==> src/rtl/clkdiv_pkg.sv <==
package clkdiv_pkg;

   localparam int REG_W       = 8;
   // register 0 fields
   localparam int R0_FORCE8   = 6;
   localparam int R0_PERSTOP  = 2;
   // register 1 fields
   localparam int R1_SEL_LSB  = 6;
   localparam int R1_DRIVE    = 5;
   localparam int R1_STOP     = 0;
   // log2 of the forced / reset CPU ratio
   localparam int FORCED_LOG  = 3;

   typedef struct packed {
      logic       force8;
      logic       per_stop;
      logic [1:0] sel;
      logic       drive;
   } clk_ctrl_t;

   function automatic logic [2:0] ratio_log(input clk_ctrl_t c);
      logic [2:0] r;
      if (c.force8) r = 3'(FORCED_LOG);
      else begin
         case (c.sel)
            2'd0:    r = 3'd0;
            2'd1:    r = 3'd1;
            2'd2:    r = 3'd2;
            default: r = 3'd4;
         endcase
      end
      return r;
   endfunction

endpackage

==> src/rtl/clkdiv_regs.sv <==
module clkdiv_regs
   import clkdiv_pkg::*;
#(
   parameter int DATA_W = REG_W
) (
   input  logic              clk,
   input  logic              rst_n,
   input  logic              wr_en,
   input  logic              wr_addr,
   input  logic [DATA_W-1:0] wr_data,
   input  logic              wait_exec,
   input  logic              wake,
   output clk_ctrl_t         ctrl,
   output logic              stop_q,
   output logic              wait_q
);

   generate
      if (DATA_W <= R0_FORCE8 || DATA_W <= R1_SEL_LSB + 1) begin : g_bad_width
         $error("clkdiv_regs: DATA_W too narrow for field layout");
      end
   endgenerate

   clk_ctrl_t ctrl_q;
   logic      wr0, wr1, stop_req;

   assign wr0      = wr_en && !wr_addr;
   assign wr1      = wr_en &&  wr_addr;
   assign stop_req = wr1 && wr_data[R1_STOP];

   always_ff @(posedge clk or negedge rst_n) begin
      if (!rst_n) begin
         ctrl_q.force8   <= 1'b1;
         ctrl_q.per_stop <= 1'b0;
         ctrl_q.sel      <= 2'b00;
         ctrl_q.drive    <= 1'b1;
      end else begin
         if (wr0) begin
            ctrl_q.force8   <= wr_data[R0_FORCE8];
            ctrl_q.per_stop <= wr_data[R0_PERSTOP];
         end
         if (wr1) begin
            ctrl_q.sel   <= wr_data[R1_SEL_LSB +: 2];
            ctrl_q.drive <= wr_data[R1_DRIVE];
         end
         if (stop_req) begin
            ctrl_q.force8 <= 1'b1;
            ctrl_q.drive  <= 1'b1;
         end
      end
   end

   always_ff @(posedge clk or negedge rst_n) begin
      if (!rst_n) begin
         stop_q <= 1'b0;
         wait_q <= 1'b0;
      end else begin
         if (wake)          stop_q <= 1'b0;
         else if (stop_req) stop_q <= 1'b1;
         if (wake)           wait_q <= 1'b0;
         else if (wait_exec) wait_q <= 1'b1;
      end
   end

   assign ctrl = ctrl_q;

endmodule

==> src/rtl/clkdiv_prescaler.sv <==
module clkdiv_prescaler #(
   parameter int CNT_W   = 5,
   parameter int MID_LOG = 3,
   parameter int HI_LOG  = 5
) (
   input  logic clk,
   input  logic rst_n,
   input  logic run,
   input  logic gate,
   output logic ce_base,
   output logic ce_mid,
   output logic ce_hi
);

   localparam int NTAPS = 2;

   generate
      if (HI_LOG > CNT_W)      begin : g_chk_hi  $error("clkdiv_prescaler: HI_LOG exceeds CNT_W"); end
      if (MID_LOG >= HI_LOG)   begin : g_chk_mid $error("clkdiv_prescaler: MID_LOG must be below HI_LOG"); end
      if (MID_LOG < 1)         begin : g_chk_lo  $error("clkdiv_prescaler: MID_LOG must be at least 1"); end
   endgenerate

   logic [CNT_W-1:0] pcnt;
   logic             en;
   logic [NTAPS-1:0] tap;

   always_ff @(posedge clk or negedge rst_n) begin
      if (!rst_n)   pcnt <= '0;
      else if (run) pcnt <= pcnt + 1'b1;
   end

   assign en = run && !gate;

   generate
      for (genvar i = 0; i < NTAPS; i++) begin : g_tap
         localparam int L = (i == 0) ? MID_LOG : HI_LOG;
         assign tap[i] = en && (&pcnt[L-1:0]);
      end
   endgenerate

   assign ce_base = en;
   assign ce_mid  = tap[0];
   assign ce_hi   = tap[1];

endmodule

==> src/rtl/clkdiv_cpu.sv <==
module clkdiv_cpu #(
   parameter int CPU_W     = 4,
   parameter int RESET_LOG = 3
) (
   input  logic       clk,
   input  logic       rst_n,
   input  logic       run,
   input  logic [2:0] req_log,
   output logic       cpu_ce
);

   localparam int MAX_LOG = 4;

   generate
      if (CPU_W < MAX_LOG)      begin : g_chk_w   $error("clkdiv_cpu: CPU_W too small for divide-by-16"); end
      if (RESET_LOG > MAX_LOG)  begin : g_chk_rst $error("clkdiv_cpu: RESET_LOG out of range"); end
   endgenerate

   logic [CPU_W-1:0] dcnt;
   logic [CPU_W-1:0] reload;

   assign reload = CPU_W'((32'd1 << req_log) - 32'd1);

   always_ff @(posedge clk or negedge rst_n) begin
      if (!rst_n)
         dcnt <= CPU_W'((32'd1 << RESET_LOG) - 32'd1);
      else if (run) begin
         if (dcnt == '0) dcnt <= reload;
         else            dcnt <= dcnt - 1'b1;
      end
   end

   assign cpu_ce = run && (dcnt == '0);

endmodule

==> src/rtl/clkdiv_top.sv <==
module clkdiv_top
   import clkdiv_pkg::*;
#(
   parameter int DATA_W   = REG_W,
   parameter int PRE_W    = 5,
   parameter int MID_LOG  = 3,
   parameter int HI_LOG   = 5,
   parameter int CPU_W    = 4
) (
   input  logic              clk,
   input  logic              rst_n,
   input  logic              wr_en,
   input  logic              wr_addr,
   input  logic [DATA_W-1:0] wr_data,
   input  logic              wait_exec,
   input  logic              irq_req,
   input  logic              nmi,
   output logic              cpu_ce,
   output logic              per_ce1,
   output logic              per_ce8,
   output logic              per_ce32,
   output logic              osc_run,
   output logic              drive_hi
);

   clk_ctrl_t ctrl;
   logic      stop_q, wait_q, wake, run, per_gate;

   assign wake = irq_req || nmi;

   clkdiv_regs #(.DATA_W(DATA_W)) u_regs (
      .clk       (clk),
      .rst_n     (rst_n),
      .wr_en     (wr_en),
      .wr_addr   (wr_addr),
      .wr_data   (wr_data),
      .wait_exec (wait_exec),
      .wake      (wake),
      .ctrl      (ctrl),
      .stop_q    (stop_q),
      .wait_q    (wait_q)
   );

   assign run      = !stop_q;
   assign per_gate = wait_q && ctrl.per_stop;

   clkdiv_prescaler #(.CNT_W(PRE_W), .MID_LOG(MID_LOG), .HI_LOG(HI_LOG)) u_pre (
      .clk     (clk),
      .rst_n   (rst_n),
      .run     (run),
      .gate    (per_gate),
      .ce_base (per_ce1),
      .ce_mid  (per_ce8),
      .ce_hi   (per_ce32)
   );

   clkdiv_cpu #(.CPU_W(CPU_W), .RESET_LOG(FORCED_LOG)) u_cpu (
      .clk     (clk),
      .rst_n   (rst_n),
      .run     (run),
      .req_log (ratio_log(ctrl)),
      .cpu_ce  (cpu_ce)
   );

   assign osc_run  = run;
   assign drive_hi = ctrl.drive;

endmodule

==> config.mk <==
export PLATFORM = sky130hd
export DESIGN_NAME = clkdiv_top
export DESIGN_NICKNAME = d
export VERILOG_FILES = /design/src/rtl/clkdiv_pkg.sv /design/src/rtl/clkdiv_regs.sv /design/src/rtl/clkdiv_prescaler.sv /design/src/rtl/clkdiv_cpu.sv /design/src/rtl/clkdiv_top.sv
export SDC_FILE = /design/constraint.sdc
export NUM_CORES = 1
export LEC_CHECK = 0
export BUFFER_PORTS_ARGS = -buffer_cell sky130_fd_sc_hd__buf_2
export CORE_UTILIZATION = 53
export CTS_CLUSTER_SIZE = 10
export DETAILED_ROUTE_END_ITERATION = 8
export GPL_TIMING_DRIVEN = 0
export PLACE_DENSITY_LB_ADDON = 0.25
export SLEW_MARGIN = 20
export SYNTH_ARGS = -nofsm -noshare
export SYNTH_HDL_FRONTEND = slang
export SYNTH_SLANG_ARGS = --single-unit
==> constraint.sdc <==
create_clock -name clk -period 3.9 [get_ports clk]
set_input_delay 0.78 -clock clk [delete_from_list [all_inputs] [get_ports clk]]
set_output_delay 0.78 -clock clk [all_outputs]
set_load 0.05 [all_outputs]
==> summary.txt, run 1 <==
Status
  • Status: complete, no violations

Finish
  • Share of layout cells above drive strength 1: 39.1%
  • Syn-to-layout area delta: 17.7%
  • Final cell count without fillers: 107
  • N_diodes: 0
  • Post-route cell area: 931 µm²
  • Final net count: 112

Setup path
  • CP Launch Type: flop
  • Setup crit end kind: primary output
  • Worst EP arrival: 1600 ps
  • CP max FO: 3
  • Critical setup path kind: flop to primary output
  • Worst EP required: around 3100 ps

Clocking
  • TritonCTS Buffers: 3
  • CTS tree: yes
  • Deepest clock path buffer count: 2
  • Hold buffer count at CTS: 0
  • Htree depth: 1
  • Resize count post-CTS: 0
  • Clk_lat worst skew: 280 ps
  • CTS sink cnt: 16
  • Clk root buf: clkbuf_4
  • Worst-path clk slew: ~100 ps
  • Post-CTS Setup Repair Bufs: 0

Synthesis
  • Fraction of synthesized area in multiplexers: 8.54%
  • Most used flip-flop cell after synthesis: dfrtp_1
  • Compound-gate portion of the synthesized area: under 10%
  • Syn Nets: 90
  • Largest family of logic cells by synthesized area: simple AND/OR/NAND/NOR gates
  • Synth cell types: 26
  • Register area share after synthesis: 51.4%
  • Synth warn: 0
  • Post-synth EDFFs: 0
  • Yosys reg bits: 16
  • Synth Area in XOR/XNOR: roughly 3.3%
  • Area share of the largest cell type after synthesis: 34.8%
  • Syn_area_per_cell: 11.1 µm²
  • Post-Syn Area: 791 µm²
  • Ys async rst share: 100%
  • Top post-synthesis cells by area: dfrtp_1 (35%), dfstp_2 (17%), mux2_2 (7.1%)
  • Post-synthesis simple-gate area fraction: 21.7%
  • Synth area leader: dfrtp_1
  • Mapped Cells: around 70
  • Adder-cell share of the synthesized area: 6.33%

Global routing
  • Vias in the first global route: around 500
  • Largest net degree at the start of global routing: 17
  • Initial antenna violation count: 0
  • First-pass GRT wire length: 1.99 mm
  • Global-route usage over all layers: 18.8%
  • Overflow after GRT: 0

Floorplanning
  • Die Footprint: roughly 1700 µm²
  • Die W: 40.6 µm
  • Die height: 40.6 µm
  • Core area: 1350 µm²
  • Initial Util: 58.6%
  • Row cnt: 13
  • Top Ports: 21

Timing
  • Final period utilization: 61.1%
  • Slew of the pin with the lowest slew margin: 350 ps
  • Slew Limit Fails: 0
  • Worst setup margin: between 1500 and 2000 ps
  • Final Hold Viols: 0
  • RSZ-0062 raised after global routing: no
  • Fmax: between 400 and 500 MHz
  • Sum Neg Setup Slack: 0 ps
  • Final Skew: roughly 5.0 ps
  • Tmin final: 2380 ps
  • Slew HR: 76.6%
  • Setup Viol. Count Final: 0

Power and ir drop
  • VDD IR-drop max: around 0.35 mV
  • Leak: 0.000441 µW
  • PwrDens: 665 nW/µm²

Place
  • Inst Count DP: 103
  • DP Worst Slack: 1820 ps
  • IO buf count: 17
  • HPWL after DPL: 1.01 mm
  • Post-Place Cell Area: 895 µm²
  • Routability Congestion: 0.670

Route
  • Final ANT Viol Nets: 0
  • DRC Markers: 0
  • Routed len/inst: 12.2 µm
  • Routed via count: ~580
  • Drt first-iter violations: 12
  • First drt pass iteration count: 3
  • Drt via density: 5.40
  • Final WL: 1.31 mm

Worst hold path
  • Hold Path Class: primary input to asynchronous set/reset pin

Run
  • Max_cap viols: 0
## kinds of logic after synthesis
family	after synthesis
simple gates	28
flops	16
compound gates	10
mux	6
buf+inv	4
fa+ha+maj	4
xor+xnor	3
## cell usage in the layout (no fill, tap or decap), types with 2 or more instances in the layout
master	instances
buf_2	18
dfrtp_1	11
nor2_1	7
a21oi_1	5
mux2_2	5
dfstp_2	5
nor3_1	4
ha_1	4
inv_1	3
nand2_1	3
o21ai_0	3
clkbuf_4	3
and3_1	2
and2_1	2
nand4_1	2
xnor2_1	2
a31oi_1	2
## report_power, final
part	internal [µW]	switching, µW	total (µW)
clock network	56.7	51.6	108
registers	236	48.2	284
logic	105	121	227
## layout make-up
| cell class | instances | area [µm²] |
|---|---|---|
| plain buffers | 1 | 5.00 |
| flip-flops and latches | 16 | 407 |
| fillers | 109 | 419 |
| multi-input cells | 51 | 368 |
| repair buffers | 17 | 85.1 |
| clock buffers | 4 | 36.3 |
| well taps | 15 | 18.8 |
| inverters | 3 | 11.3 |
## metal layers
layer	global-route usage, %	part of all wire [%]	vias up
met1	25.7	52	264
met2	28.6	44	14
met4	10.0	0.92	0
li1	-	-	298
met5	0	0	-
met3	3.26	2.9	2
## critical path: stages (launching register included)
cell and delay (ps):
dfrtp_1 420, ha_1 230, and3_1 180, ha_1 170, and2_1 120, buf_2 200
## through the flow
step,power (µW),hold WS (ps),utilization (%)
6_report,619,387,69.0
5_1_grt,662,405,69.0
4_1_cts,623,395,69.0
3_5_place_dp,516,474,66.3
3_3_place_gp,499,455,66.3
2_1_floorplan,458,438,-
## flip-flops by register name (all words and copies together) (netlist names)
signal,count
u_regs.stop_q,1
u_regs.wait_q,1
u_cpu.dcnt,4
u_regs.ctrl,5
u_pre.pcnt,5
## cells in the mapped netlist (all sizes together), types with 3 or more instances
library cell  count
inv               3
nand2             3
dfrtp            11
o21ai             3
nor2              8
mux2              6
ha                4
a21oi             5
nor3              4
dfstp             5
## path summary, 6_finish.rpt
path / from / endpoint / slack, ps / cells past startpoint
max in group asynchronous: rst_n / u_cpu.dcnt[0]$_DFFE_PN1N_ / 3200 / 1
worst max-delay path: u_pre.pcnt[0]$_DFFE_PN0N_ / per_ce32 / 1520 / 5
worst max register to register: u_cpu.dcnt[0]$_DFFE_PN1N_ / u_cpu.dcnt[2]$_DFFE_PN1N_ / 1990 / 7
worst min register to register: u_regs.ctrl[0]$_DFFE_PN1P_ / u_regs.ctrl[0]$_DFFE_PN1P_ / 480 / 2
min in group clk: u_regs.ctrl[0]$_DFFE_PN1P_ / u_regs.ctrl[0]$_DFFE_PN1P_ / 480 / 2
worst min-delay path: rst_n / u_cpu.dcnt[3]$_DFFE_PN0N_ / 390 / 1
Note: power is estimated with default switching activity, not from simulation.
==> run 2, diff against run 1 <==
ABC_AREA = 1   (was default)
CORE_UTILIZATION = 50   (was 53)
clock period = 2.4 ns   (was 3.9 ns; I/O delays follow)
==> summary.txt, run 2 <==
Status
  • Status: complete, no violations

Setup path
  • R2R cell count: 6
  • Critical setup path kind: flop to primary output
  • Setup crit end kind: primary output
  • Crit path from: u_pre.pcnt[0]$_DFFE_PN0N_
  • Worst EP arrival: 1570 ps
  • CP max FO: 3
  • Reg-to-reg slack, setup: 1050 ps
  • Worst path max stage delay: approximately 400 ps
  • Critical R2R Capture: u_cpu.dcnt[1]$_DFFE_PN1N_
  • R2r startpoint: u_cpu.dcnt[0]$_DFFE_PN1N_
  • Slowest stage cell, crit path: dfrtp_1
  • Worst EP required: 1920 ps
  • Crit-path cells: ha_1 > nand2_1 > nor2_1 > ha_1 > inv_1 > nor2_1 > buf_2
  • CP Launch Type: flop

Route
  • Routed via count: about 670
  • Final WL: approximately 1.4 mm
  • Final ANT Viol Nets: 0
  • Routed len/inst: 9.93 µm
  • Drt via density: 4.87
  • Drt first-iter violations: 9
  • DRC Markers: 0
  • First drt pass iteration count: 4

Synthesis
  • Syn_area_per_cell: 8.29 µm²
  • Post-synth EDFFs: 0
  • Top post-synthesis cells by area: dfrtp_1 (33%), dfstp_2 (16%), nand2_1 (12%)
  • Yosys reg bits: 16
  • Count leader, synth: nand2_1
  • Syn Nets: 120
  • Synth warn: 0
  • Synth cell types: 22
  • Area share of the largest cell type after synthesis: 32.9%
  • Register area share after synthesis: 48.6%
  • Mapped Cells: between 100 and 150
  • Post-Syn Area: 837 µm²
  • Ys async rst share: 100%
  • Most used flip-flop cell after synthesis: dfrtp_1
  • Synth area leader: dfrtp_1
  • Top post-synthesis cells by count: nand2_1 (26), nor2_1 (14), inv_1 (13), dfrtp_1 (11)

Power and ir drop
  • VDD IR-drop max: around 0.5 mV
  • Seq pwr share: roughly 45%
  • Switching Fraction: approximately 39%
  • PwrDens: between 1000 and 1500 nW/µm²
  • Final Total Pwr: 1040 µW
  • Psw: 404 µW
  • Clock power share: 17.5%
  • Leak: 0.000523 µW
  • Gate power share: a little under two fifths
  • Internal power: 641 µW

Floorplanning
  • Core area: roughly 1500 µm²
  • Row cnt: 14
  • Die Footprint: 1840 µm²
  • Die W: 42.9 µm
  • Die height: between 40 and 50 µm
  • Initial Util: 54.3%
  • Top Ports: 21

Clocking
  • Worst-path clk slew: approximately 100 ps
  • TritonCTS Buffers: 3
  • CTS tree: yes
  • CTS sink cnt: 16
  • Clk root buf: clkbuf_4
  • Clk_lat worst skew: around 290 ps
  • Hold buffer count at CTS: 0
  • Post-CTS Setup Repair Bufs: 0
  • Resize count post-CTS: 0
  • Deepest clock path buffer count: 2
  • Htree depth: 1

Timing
  • Worst setup margin: around 350 ps
  • Fmax: 489 MHz
  • Final Hold Viols: 0
  • RSZ-0062 raised after global routing: no
  • Slew of the pin with the lowest slew margin: 341 ps
  • Tmin final: roughly 2000 ps
  • Slew HR: 77.2%
  • Final period utilization: 85.3%
  • Slew Limit Fails: 0
  • Setup Viol. Count Final: 0
  • Sum Neg Setup Slack: 0 ps
  • Final Skew: 2.03 ps

Place
  • IO buf count: 17
  • DP Worst Slack: around 670 ps
  • HPWL after DPL: 1.04 mm
  • Inst Count DP: ~130
  • Routability Congestion: 0.825

Finish
  • Fill cells: 129
  • Core Util, Final: ~64%
  • Final net count: 142
  • FF/Latch Area: 407 µm²
  • Final cell count without fillers: between 100 and 150
  • Syn-to-layout area delta: 17.3%
  • N_diodes: 0
  • Area occupied by multi-input gates: 367 µm²
  • Commonest non-fill, non-tap cells in the layout: nand2_1 (26), buf_2 (17), nor2_1 (14)
  • Share of layout cells above drive strength 1: 31.1%
  • Commonest non-fill, non-tap cell in the layout: nand2_1

Global routing
  • Global-route usage over all layers: between 10% and 20%
  • Largest net degree at the start of global routing: 17
  • Overflow after GRT: 0
  • Vias in the first global route: 680
  • Initial antenna violation count: 0
  • First-pass GRT wire length: between 2 and 3 mm

Run
  • Max_cap viols: 0

Worst hold path
  • Hold Path Class: primary input to asynchronous set/reset pin
==> run 2: cell types whose count changed in the layout (fill, tap and decap cells not counted), sizes merged, moves of 3 or more <==
cell	delta
mux2	-5
nand2	+24
nor2	+10
inv	+11
a21oi	-3
nor3	-3
nand3	+5
==> run 2: critical path: cells and delay by family (launching register included) <==
| family | cells | cell delay, ps |
|---|---|---|
| flip-flops | 1 | 400 |
| adder cells (fa/ha/maj) | 2 | 330 |
| buffers and inverters | 2 | 300 |
| AND/OR/NAND/NOR | 3 | 250 |
==> run 2: area by class of cell <==
cell class / count / area share [%]
buffer: 2 / 1.53
tap: 16 / 2.04
inverter: 14 / 5.35
sequential: 16 / 41.4
clock buffer: 4 / 3.69
multi-input combinational: 69 / 37.3
timing repair buffer: 17 / 8.66
==> run 2: worst max-delay path by stage <==
stage	endpoint
2_1_floorplan	per_ce32
3_3_place_gp	per_ce32
3_5_place_dp	per_ce32
4_1_cts	per_ce32
5_1_grt	per_ce32
6_report	per_ce32
==> run 2: cells by family (layout without fill, tap and decap cells) <==
group                      Yosys count  in the layout  share of synthesized area, %
muxes                                1              1                          1.35
buffers and inverters               16             37                          8.07
AOI/OAI and AO/OA                    9              9                          5.98
DFF                                 16             16                          48.6
and+or+nand+nor                     53             53                          28.0
xor gates and xnor gates             2              2                          2.09
adders and majority gates            4              4                          5.98
==> run 2: power groups by stage <==
stage	sequential [µW]	combinational, µW	clock [µW]
after floorplan	465	316	0
after CTS	468	401	187
after global placement	469	378	0
after global routing	482	461	195
final	468	394	183
after detailed placement	474	394	0
==> run 2: routing by layer <==
metal / GRT usage [%] / up-vias / share of wire [%]
li1: - / 353 / -
met1: 23.3 / 299 / 46
met2: 33.9 / 15 / 49
met3: 2.55 / 5 / 3.3
met4: 9.38 / 0 / 1.8
met5: 0 / - / 0
==> run 2: stage by stage <==
stage	cell area [µm²]	hold WS (ps)
after floorplan	841	184
after global placement	946	410
after detailed placement	946	407
after CTS	982	90.3
after global routing	982	110
final	982	72.6
==> run 3, diff against run 2 <==
BUFFER_PORTS_ARGS = -buffer_cell sky130_fd_sc_hd__buf_4   (was -buffer_cell sky130_fd_sc_hd__buf_2)
==> summary.txt, run 3 (same netlist as run 2, synthesis figures left out) <==
Status
  • Status: complete, no violations

Setup path
  • Worst path max stage delay: 410 ps
  • R2R cell count: 6
  • Crit-path leading delay family: flip-flops
  • Crit-path cells: ha_1 > nand2_1 > nor2_1 > ha_1 > inv_1 > nor2_1 > buf_4
  • Buf+Inv Stages, Crit Path: 2
  • Slowest stage cell, crit path: dfrtp_1
  • Setup crit end kind: primary output
  • Critical setup path kind: flop to primary output
  • Worst EP required: 1920 ps
  • CP Launch Type: flop
  • Critical path depth in cells: 7
  • Worst EP arrival: 1510 ps
  • CP max FO: 3

Global routing
  • Initial antenna violation count: 0
  • First-pass GRT wire length: 2.64 mm
  • Global-route usage over all layers: 20.4%
  • Vias in the first global route: 639
  • Largest net degree at the start of global routing: 17
  • Overflow after GRT: 0

Floorplanning
  • Die W: between 40 and 50 µm
  • Die Footprint: 1840 µm²
  • Initial Util: 54.3%
  • Die height: 42.9 µm
  • Top Ports: 21
  • Core area: 1540 µm²
  • Row cnt: 14

Clocking
  • Hold buffer count at CTS: 0
  • Worst-path clk slew: 100 ps
  • Deepest clock path buffer count: 2
  • CTS sink cnt: 16
  • Clk root buf: clkbuf_4
  • CTS tree: yes
  • Clk_lat worst skew: 290 ps
  • Resize count post-CTS: 0
  • TritonCTS Buffers: 3
  • Htree depth: 1
  • Post-CTS Setup Repair Bufs: 0

Route
  • Routed len/inst: about 11 µm
  • DRC Markers: 0
  • Final ANT Viol Nets: 0
  • Drt first-iter violations: 6
  • Final WL: 1.52 mm
  • Routed via count: approximately 690
  • First drt pass iteration count: 4
  • Drt via density: 5.01

Timing
  • Final Skew: between 3 and 4 ps
  • Worst setup margin: 413 ps
  • Setup Viol. Count Final: 0
  • Final Hold Viols: 0
  • Fmax: roughly 500 MHz
  • Final period utilization: 82.8%
  • Slew HR: 85.2%
  • Slew of the pin with the lowest slew margin: 221 ps
  • Sum Neg Setup Slack: 0 ps
  • RSZ-0062 raised after global routing: no
  • Tmin final: 1990 ps
  • WHS: 17.7 ps
  • Slew Limit Fails: 0

Run
  • Max_cap viols: 0

Place
  • Routability Congestion: roughly 0.81
  • DP Worst Slack: 734 ps
  • IO buf count: 17
  • HPWL after DPL: 1.11 mm

Finish
  • Commonest non-fill, non-tap cells in the layout: nand2_1 (26), buf_4 (19), nor2_1 (14)
  • Syn-to-layout area delta: 22.4%
  • N_diodes: 0
  • Fill cells: between 100 and 150
  • Commonest non-fill, non-tap cell in the layout: nand2_1
  • Share of layout cells above drive strength 1: 31.1%
  • Final net count: 142

Power and ir drop
  • Leak: 0.000537 µW
  • VDD IR-drop max: between 0.6 and 0.7 mV
  • PwrDens: 1030 nW/µm²

Worst hold path
  • Hold Path Class: primary input to asynchronous set/reset pin
run 3: cell types whose count changed in the layout (fill, tap and decap cells not counted):
| cell | previous run | this run |
|---|---|---|
| buf_2 | 17 | 0 |
| buf_4 | 2 | 19 |
run 3: cell type report:
type / count / area (µm²) / area share, %
repair buffers: 17 / 128 / 12.5
flip-flops and latches: 16 / 407 / 39.7
inverters: 14 / 52.6 / 5.13
plain buffers: 2 / 15.0 / 1.47
clock buffers: 4 / 36.3 / 3.54
well taps: 16 / 20.0 / 1.95
multi-input cells: 69 / 367 / 35.8
run 3: per-stage QoR:
stage               instance area [µm²]  cells  util, %  total power, µW
floorplan                           841    101        -              781
global placement                    988    134     64.1              862
detailed placement                  988    134     64.1              882
CTS                                1020    138     66.5             1070
global route                       1020    138     66.5             1140
finish                             1020    138     66.5             1060
run 3: final timing paths:
kind | startpoint | end | slack, ps
worst min-delay path | rst_n | u_pre.pcnt[2]$_DFFE_PN0N_ | 20
worst max-delay path | u_pre.pcnt[0]$_DFFE_PN0N_ | per_ce32 | 410
min in group clk | wr_data[6] | u_regs.ctrl[1]$_DFFE_PN0P_ | 380
worst max register to register | u_cpu.dcnt[0]$_DFFE_PN1N_ | u_cpu.dcnt[1]$_DFFE_PN1N_ | 1030
max in group asynchronous | rst_n | u_regs.ctrl[4]$_DFFE_PN1P_ | 2130
worst min register to register | u_pre.pcnt[3]$_DFFE_PN0N_ | u_pre.pcnt[3]$_DFFE_PN0N_ | 480
run 3: worst register-to-register path, cell delays in order (launching register included):
cell     delay, ps
dfstp_2        400
nor2_2         180
nand2_2        110
nor2_2         130
nor2_1          60
ha_1           260
o21ai_0        170
run 3: metal layers:
layer,track usage (%),wire length (µm),vias up
met5,0,0,-
met4,15.0,64,0
met3,5.11,70,7
met2,31.2,748,21
met1,24.4,633,310
li1,-,-,354
run 3: power breakdown:
part           switching [µW]  internal, µW  total, µW
Clock                    91.4          92.5        184
Sequential               80.7           388        469
Combinational             236           172        408
Total                     408           652       1060
